## src/rtl/pfx_pair_pkg.sv

```systemverilog
package pfx_pair_pkg;
    typedef enum logic [1:0] {
        ST_IDLE     = 2'd0,
        ST_HAVE_PFX = 2'd1,
        ST_ISSUE    = 2'd2
    } pair_state_e;
endpackage

```

## src/rtl/pfx_word_class.sv

```systemverilog
// Classifies a fetched word by its primary opcode and extracts the mode field.
module pfx_word_class #(
    parameter int WORD_W  = 32,
    parameter int MODE_W  = 24,
    parameter int OPC_W   = 6,
    parameter int PFX_OPC = 9
) (
    input  logic [WORD_W-1:0] word,
    output logic              is_prefix,
    output logic [MODE_W-1:0] mode
);
    localparam int OPC_LSB = WORD_W - OPC_W;

    logic [OPC_W-1:0] opc;

    always_comb begin
        opc       = word[WORD_W-1:OPC_LSB];
        is_prefix = (opc == OPC_W'(PFX_OPC));
        mode      = word[MODE_W-1:0];
    end
endmodule

```

## src/rtl/pair_irq_gate.sv

```systemverilog
// Holds interrupt acceptance off from prefix acceptance until pair issue.
module pair_irq_gate (
    input  logic clk,
    input  logic rst_n,
    input  logic flush,
    input  logic arm,
    input  logic release_pair,
    output logic irq_inhibit
);
    logic inh_d, inh_q;

    always_comb begin
        inh_d = inh_q;
        if (flush)             inh_d = 1'b0;
        else if (arm)          inh_d = 1'b1;
        else if (release_pair) inh_d = 1'b0;
        irq_inhibit = (inh_q | arm) & ~flush;
    end

    always_ff @(posedge clk) begin
        if (!rst_n) inh_q <= 1'b0;
        else        inh_q <= inh_d;
    end

    assert_flush_drops_inhibit_R7: assert property (@(posedge clk) disable iff (!rst_n)
        flush |-> !irq_inhibit);

    assert_arm_raises_inhibit_R2: assert property (@(posedge clk) disable iff (!rst_n)
        (arm && !flush) |=> (inh_q || flush));
endmodule

```

## src/rtl/pfx_pair_fsm.sv

```systemverilog
module pfx_pair_fsm
    import pfx_pair_pkg::*;
#(
    parameter int WORD_W  = 32,
    parameter int ADDR_W  = 32,
    parameter int MODE_W  = 24,
    parameter int OPC_W   = 6,
    parameter int PFX_OPC = 9
) (
    input  logic              clk,
    input  logic              rst_n,
    input  logic              flush,
    input  logic              in_valid,
    output logic              in_ready,
    input  logic [WORD_W-1:0] in_word,
    input  logic [ADDR_W-1:0] in_addr,
    output logic              out_valid,
    input  logic              out_ready,
    output logic [MODE_W-1:0] out_mode,
    output logic [WORD_W-1:0] out_word,
    output logic [ADDR_W-1:0] out_addr,
    output logic              out_prefixed,
    output logic              out_illegal,
    output logic              irq_inhibit
);
    typedef struct packed {
        pair_state_e       state;
        logic [MODE_W-1:0] pfx_mode;
        logic [ADDR_W-1:0] pfx_addr;
        logic [MODE_W-1:0] o_mode;
        logic [WORD_W-1:0] o_word;
        logic [ADDR_W-1:0] o_addr;
        logic              o_pfx;
        logic              o_ill;
    } pair_regs_t;

    pair_regs_t r_d, r_q;

    logic              word_is_pfx;
    logic [MODE_W-1:0] word_mode;
    logic              in_fire, out_fire, arm, release_pair;

    pfx_word_class #(
        .WORD_W (WORD_W),
        .MODE_W (MODE_W),
        .OPC_W  (OPC_W),
        .PFX_OPC(PFX_OPC)
    ) u_class (
        .word     (in_word),
        .is_prefix(word_is_pfx),
        .mode     (word_mode)
    );

    always_comb begin
        in_ready     = (r_q.state != ST_ISSUE) && !flush;
        out_valid    = (r_q.state == ST_ISSUE) && !flush;
        in_fire      = in_valid && in_ready;
        out_fire     = out_valid && out_ready;
        arm          = in_fire && word_is_pfx && (r_q.state == ST_IDLE);
        release_pair = out_fire && r_q.o_pfx;
        out_mode     = r_q.o_mode;
        out_word     = r_q.o_word;
        out_addr     = r_q.o_addr;
        out_prefixed = r_q.o_pfx;
        out_illegal  = r_q.o_ill;
    end

    always_comb begin
        r_d = r_q;
        if (flush) begin
            r_d.state    = ST_IDLE;
            r_d.pfx_mode = '0;
            r_d.pfx_addr = '0;
        end else begin
            unique case (r_q.state)
                ST_IDLE: begin
                    if (in_fire) begin
                        if (word_is_pfx) begin
                            r_d.pfx_mode = word_mode;
                            r_d.pfx_addr = in_addr;
                            r_d.state    = ST_HAVE_PFX;
                        end else begin
                            r_d.o_mode = '0;
                            r_d.o_word = in_word;
                            r_d.o_addr = in_addr;
                            r_d.o_pfx  = 1'b0;
                            r_d.o_ill  = 1'b0;
                            r_d.state  = ST_ISSUE;
                        end
                    end
                end
                ST_HAVE_PFX: begin
                    if (in_fire) begin
                        r_d.o_mode   = r_q.pfx_mode;
                        r_d.o_word   = in_word;
                        r_d.o_addr   = r_q.pfx_addr;
                        r_d.o_pfx    = 1'b1;
                        r_d.o_ill    = word_is_pfx;
                        r_d.pfx_mode = '0;
                        r_d.state    = ST_ISSUE;
                    end
                end
                ST_ISSUE: begin
                    if (out_fire) r_d.state = ST_IDLE;
                end
                default: r_d.state = ST_IDLE;
            endcase
        end
    end

    always_ff @(posedge clk) begin
        if (!rst_n) r_q <= '0;
        else        r_q <= r_d;
    end

    pair_irq_gate u_irq (
        .clk         (clk),
        .rst_n       (rst_n),
        .flush       (flush),
        .arm         (arm),
        .release_pair(release_pair),
        .irq_inhibit (irq_inhibit)
    );

    assert_inhibit_while_waiting_R10: assert property (@(posedge clk) disable iff (!rst_n)
        (r_q.state == ST_HAVE_PFX && !flush) |-> irq_inhibit);

    assert_inhibit_on_pair_R2: assert property (@(posedge clk) disable iff (!rst_n)
        (out_valid && out_prefixed) |-> irq_inhibit);

    assert_restart_at_prefix_R4: assert property (@(posedge clk) disable iff (!rst_n)
        (r_q.state == ST_HAVE_PFX && in_fire) |=> (out_addr == $past(r_q.pfx_addr)));

    assert_single_clean_R5: assert property (@(posedge clk) disable iff (!rst_n)
        (out_valid && !out_prefixed) |-> (out_mode == '0 && !out_illegal));

    assert_hold_packet_R8: assert property (@(posedge clk) disable iff (!rst_n)
        (out_valid && !out_ready) |=> (flush || (out_valid && $stable(out_word) && $stable(out_addr))));

    assert_no_accept_busy_R8: assert property (@(posedge clk) disable iff (!rst_n)
        out_valid |-> !in_ready);

    assert_flush_to_idle_R7: assert property (@(posedge clk) disable iff (!rst_n)
        flush |=> (r_q.state == ST_IDLE));
endmodule

```

## config.mk

```make
export PLATFORM = sky130hd
export DESIGN_NAME = pfx_pair_fsm
export DESIGN_NICKNAME = d
export VERILOG_FILES = /design/src/rtl/pfx_pair_pkg.sv /design/src/rtl/pfx_word_class.sv /design/src/rtl/pair_irq_gate.sv /design/src/rtl/pfx_pair_fsm.sv
export SDC_FILE = /design/constraint.sdc
export NUM_CORES = 1
export LEC_CHECK = 0
export BUFFER_PORTS_ARGS = -buffer_cell sky130_fd_sc_hd__buf_2
export CAP_MARGIN = 25
export CORE_MARGIN = 3
export CORE_UTILIZATION = 55
export CTS_BUF_LIST = sky130_fd_sc_hd__clkbuf_4 sky130_fd_sc_hd__clkbuf_8
export CTS_CLUSTER_SIZE = 30
export DETAILED_ROUTE_END_ITERATION = 7
export PLACE_DENSITY_LB_ADDON = 0.3
export SLEW_MARGIN = 20
export SYNTH_ARGS = -nofsm -noshare
export SYNTH_HDL_FRONTEND = slang
export SYNTH_SLANG_ARGS = --single-unit
```

## constraint.sdc

```tcl
create_clock -name clk -period 2.2 [get_ports clk]
set_input_delay 0.33 -clock clk [delete_from_list [all_inputs] [get_ports clk]]
set_output_delay 0.33 -clock clk [all_outputs]
set_load 0.02 [all_outputs]
```

==> out/metrics.csv, run 1 <==
metric,value,unit
wl_per_cell,19.2,um
die-area,15000,um^2
grt_remaining_overflow,0,
postLayoutCellArea,8100,um^2
synth_warnings,0,
finalHoldViolations,0,
finalCritPeriodShare,101,%
path_class,register to output port,
cts_tree,yes,
min_period,2.23,ns
endpoint_kind,output port,
synth_top_area_share,40.0,%
clk_path_buf_depth,2,
yosys-top-cells-count,"dfxtp_1 (149), clkbuf_1 (89), nand2_1 (89), buf_4 (88), nand4_1 (56)",
synth_edf_count,0,
slowest_delay,0.44,ns
area.growth.synth_to_final,8.62,%
n_antenna_cell,0,
syn_inst,862,
status,finished with violations,
cts-root-buf,clkbuf_8,
track_usage,27.0,%
core_area,12900,um^2
p_leak,0.00322,uW
htree_levels,4,
slowest_stage,or4_4,
num-nets-final,948,
die_y,122,um
ys_ff_latch,149,
crit_chain,"or3b_4, or4_4, a21oi_2, buf_4",
die_w,122,um
yosysMostFrequentCell,dfxtp_1,
worst_pin_slew,0.929,ns
grt_pass1_vias,6297,
cp.required,1.87,ns
syn_area,7460,um^2
violations,negative setup slack,
slew_headroom,38.1,%
viasPerCell,6.45,
vdd_drop_max,0.450,mV
place_congestion,0.867,
drtIter0Drc,808,
cap_violations,0,
cts_buffers,17,
rsz0062_at_grt,yes,
total_power,5580,uW
hpwlAfterDp,12900,um
hold_path_class,input pin to register,
row_count,41,
drc_errors,0,
synth_area_leaders,"dfxtp_1 (40%), buf_4 (8.9%), nand4_1 (4.7%), clkbuf_1 (4.5%), nand2_1 (4.5%)",
clock_latency,0.45,ns
maxSlewViolCount,0,
path_max_fanout,2,
synth_cell_type_count,34,
cts.sinks,149,
p_per_area,688,nW/um^2
drive_gt1_share,26.7,%
setup_ws,-0.0275,ns
grt_first_pass_wirelength,32800,um
initial_core_util,57.7,%
portBuffers,161,
fill_cells,1136,
final_util,62.7,%
syn_avg_cell_area,8.66,um^2
crit_path_start_kind,register,
fmax,449,MHz
yosysTopAreaCell,dfxtp_1,
async_reset_ff_share,0,%
path_clk_slew,0.07,ns
post_dp_cell_area,7720,um^2
grt_max_degree,92,
antenna_found_initial,0,
dr.pass1.iters,5,
arrival,1.90,ns
vias,6843,
synth_top_flop_cell,dfxtp_1,
ant_nets,0,
skew,0.00714,ns
io_pins,162,
routed_wl,20300,um
seq_area_frac_synth,40.0,%
setup_violations,1,
synth_nets,931,
[stage by stage]
stage | cells | setup slack, ns | hold WS [ns] | TNS, ns
final | 1061 | -0.0275 | 0.125 | -0.0275
after global routing | 1061 | -0.0789 | 0.122 | -0.0789
after CTS | 1061 | -0.0451 | 0.0975 | -0.0451
after detailed placement | 1032 | -0.0139 | 0.452 | -0.0139
after global placement | 1032 | 0.00379 | 0.443 | 0
after floorplan | 862 | 0.0534 | 0.438 | 0
[routing by layer]
| layer | routed length [um] | GRT usage (%) | up-vias |
|---|---|---|---|
| li1 | - | - | 3165 |
| met4 | 376 | 8.82 | 0 |
| met3 | 1710 | 6.18 | 34 |
| met1 | 9060 | 39.0 | 3300 |
| met2 | 9200 | 39.8 | 344 |
| met5 | 0 | 0 | - |
[state kept, by name, summed over array words and instances (netlist names)]
| register | flops |
|---|---|
| r_q | 58 |
| out_addr | 32 |
| out_word | 32 |
| out_mode | 24 |
| out_illegal | 1 |
| out_prefixed | 1 |
| u_irq.inh_q | 1 |
[power by group]
| part | internal (uW) | switching [uW] | leakage [uW] |
|---|---|---|---|
| Clock | 1120 | 956 | 0.000202 |
| Sequential | 2770 | 52.2 | 0.00121 |
| Combinational | 231 | 443 | 0.00181 |
[area by class of cell]
type,count,area [um^2],share of cell area [%]
multi-input combinational,518,3410,42.1
sequential,149,2990,36.9
timing repair buffer,192,1110,13.6
clock buffer,24,305,3.77
tap,172,215,2.66
clock inverter,5,75.1,0.926
inverter,1,3.75,0.0463
[cells in the final DEF (no fill, tap or decap), types with 2 or more instances in the layout]
cell / instances
dfxtp_1: 148
clkbuf_8: 20
a21oi_1: 34
bufinv_16: 2
buf_12: 5
a211oi_1: 32
o221ai_1: 32
buf_4: 28
nor4_1: 32
a32o_1: 24
o41ai_1: 32
nand2_1: 89
nor3_1: 32
buf_2: 159
or4_4: 2
o21ai_0: 26
clkbuf_4: 4
mux2i_1: 31
nor4b_2: 2
clkinv_2: 3
nor2b_1: 50
nand4_1: 56
nand2b_1: 3
and3_1: 3
a31o_2: 2
a31oi_1: 24
[critical path: cells and delay by family, from the launching register on]
| family | cells | cell delay, ns |
|---|---|---|
| AO/OA/AOI/OAI | 1 | 0.14 |
| flip-flops | 1 | 0.31 |
| AND/OR/NAND/NOR | 2 | 0.85 |
| buffers and inverters | 1 | 0.15 |
[cells by family (layout without fill, tap and decap cells)]
family,Yosys count,in the layout,share of synthesized area (%)
AND/OR/NAND/NOR,278,278,20.2
multiplexers,31,31,4.16
buffers and inverters,195,222,14.9
flip-flops,149,149,40.0
AO/OA/AOI/OAI,209,209,20.7
[repair_timing]
action / CTS / global route
setup buffers: 0 / 0
gates resized for setup: 2 / 0
endpoints found under the setup margin: 1 / 1
pin swaps: 1 / 0
hold buffers: 0 / 0
hold endpoints to repair: 0 / 0
[path summary, 6_finish.rpt]
kind / startpoint / slack (ns) / end / cells after the start
worst min-delay path: in_word[24] / 0.12 / out_word[24] / 3
worst max-delay path: r_q[147] / -0.03 / irq_inhibit / 4
worst min register to register: r_q[100] / 0.46 / r_q[100] / 2
worst max register to register: r_q[147] / 0.40 / r_q[96] / 4
Note: power is estimated with default switching activity, not from simulation.
==> inputs of run 2 (changes only) <==
- CORE_MARGIN: 3 -> 2
==> run 2 against run 1 <==
  * Worst hold slack got worse by 0.011 ns
  * The run still ends with negative setup slack left
  * Global-route usage up 0.92 points
  * Final cell count is 0.85% higher
  * Combinational power increased by 1%
  * Count of clock-buffer cells in the layout stayed put
  * Sequential power about the same
  * Maximum frequency down 1.3%
  * Utilization decreased by 0.66 points
  * Die area fell by 3.2%
  * Clock power grew 10%
==> out/metrics.csv, run 2 (synthesis gave the netlist of run 1 again) <==
metric,value,unit,change
die_w,120,um,was 122 um
clkPwrFrac,39.6,%,was 37.3%
endpoint_kind,output port,,unchanged
postLayoutCellArea,8210,um^2,was 8100 um^2
r2r_slack,0.43,ns,was 0.40 ns
path_clk_slew,0.08,ns,was 0.07 ns
setup_violations,1,,unchanged
final_cell_mix,"buf_2 (159), dfxtp_1 (147), nand2_1 (89), nand4_1 (56), nor2b_1 (50)",,"was buf_2 (159), dfxtp_1 (148), nand2_1 (89), nand4_1 (56), nor2b_1 (50)"
crit_path_start_kind,register,,unchanged
htree_levels,4,,unchanged
path_class,register to output port,,unchanged
grt_first_pass_wirelength,32800,um,about the same
finalHoldViolations,0,,unchanged
p_leak,0.00326,uW,was 0.00322 uW
drive_gt1_share,27.1,%,was 26.7%
largest_register_ffs,58,,unchanged
dr.pass1.iters,6,,was 5
p_per_area,705,nW/um^2,was 688 nW/um^2
cap_violations,0,,unchanged
core_area,13200,um^2,was 12900 um^2
hold_buffers,0,,unchanged
slew_headroom,35.0,%,was 38.1%
p_seq_share,48.7,%,was 50.6%
die-area,14500,um^2,was 15000 um^2
min_period,2.26,ns,was 2.23 ns
place_congestion,0.876,,was 0.867
antenna_found_initial,2,,was 0
cp.required,1.87,ns,about the same
grt_pass1_vias,6392,,was 6297
grt_max_degree,92,,unchanged
num-nets-final,948,,unchanged
cts_tree,yes,,unchanged
track_usage,27.9,%,was 27.0%
drc_errors,0,,unchanged
p_comb_share,11.8,%,was 12.1%
violations,negative setup slack,,unchanged
clk_path_buf_depth,2,,unchanged
cts.sinks,149,,unchanged
setup_ws,-0.0562,ns,was -0.0275 ns
fmax,443,MHz,was 449 MHz
maxSlewViolCount,0,,unchanged
fill_cells,1147,,was 1136
skew,0.00566,ns,was 0.00714 ns
routed_wl,20400,um,was 20300 um
wl_per_cell,19.1,um,was 19.2 um
drtIter0Drc,965,,was 808
grt_remaining_overflow,0,,unchanged
portBuffers,161,,unchanged
io_pins,162,,unchanged
hpwlAfterDp,12500,um,was 12900 um
cts_buffers,17,,unchanged
viasPerCell,6.42,,was 6.45
worst_pin_slew,0.975,ns,was 0.929 ns
p_sw,1500,uW,was 1450 uW
die_y,120,um,was 122 um
area.growth.synth_to_final,10.1,%,was 8.62%
status,finished with violations,,unchanged
ant_nets,0,,unchanged
vias,6872,,was 6843
sw_frac_of_total,25.8,%,was 26.0%
initial_core_util,56.3,%,was 57.7%
clock_latency,0.45,ns,about the same
post_dp_cell_area,7740,um^2,was 7720 um^2
cts-root-buf,clkbuf_8,,unchanged
regMostFlops,r_q,,unchanged
hold_path_class,input pin to register,,unchanged
arrival,1.93,ns,was 1.90 ns
final_common_cell,buf_2,,unchanged
finalCritPeriodShare,103,%,was 101%
vdd_drop_max,0.512,mV,was 0.450 mV
place_ws,-0.0855,ns,was -0.0139 ns
row_count,42,,was 41
rsz0062_at_grt,yes,,unchanged
intPower,4300,uW,was 4120 uW
path_max_fanout,2,,unchanged
run 2: power by group through the flow:
stage	logic (uW)	registers (uW)	clock network (uW)
final	681	2820	2290
after global routing	730	2830	2450
after CTS	674	2820	2320
after detailed placement	670	2880	0
after global placement	655	2870	0
after floorplan	510	2870	0
run 2: path summary, 6_finish.rpt:
kind / startpoint / end / cells after the start
max: r_q[147] / irq_inhibit / 4
min: in_word[25] / out_word[25] / 3
max reg2reg: r_q[147] / out_addr[17] / 5
min reg2reg: out_word[12] / out_word[12] / 2
run 2: critical path, cell delays in order, from the launching register on:
cell,delay (ns)
dfxtp_2,0.33
or3b_4,0.39
or4_4,0.46
a21oi_4,0.16
buf_6,0.13
run 2: layout make-up:
type	count	area (um^2)	area share (%)
sequential	149	2990	36.4
clock buffer	24	318	3.87
clock inverter	8	120	1.46
tap	176	220	2.68
inverter	1	3.75	0.0457
timing repair buffer	192	1130	13.8
antenna	2	5.00	0.0609
multi-input combinational	518	3420	41.7
run 2: routing by layer:
layer | vias up | wire [um] | track usage (%)
met3 | 24 | 1750 | 7.36
met4 | 0 | 297 | 10.2
met2 | 372 | 9340 | 41.1
met5 | - | 0 | 0
li1 | 3178 | - | -
met1 | 3298 | 9050 | 39.2
run 2: repair_timing:
action,CTS,global route
pin swaps,2,0
gates resized for setup,3,2
endpoints found under the setup margin,1,1
setup buffers,1,0
run 2: stage by stage:
step	total power [uW]	TNS (ns)	util, %	std cells	hold WS [ns]
2_1_floorplan	3380	0	-	862	0.438
3_3_place_gp	3530	-0.100	58.5	1035	0.443
3_5_place_dp	3550	-1.77	58.5	1035	0.451
4_1_cts	5810	-0.0644	61.9	1068	0.0900
5_1_grt	6010	-0.0854	62.0	1069	0.0971
6_report	5790	-0.0562	62.0	1070	0.114
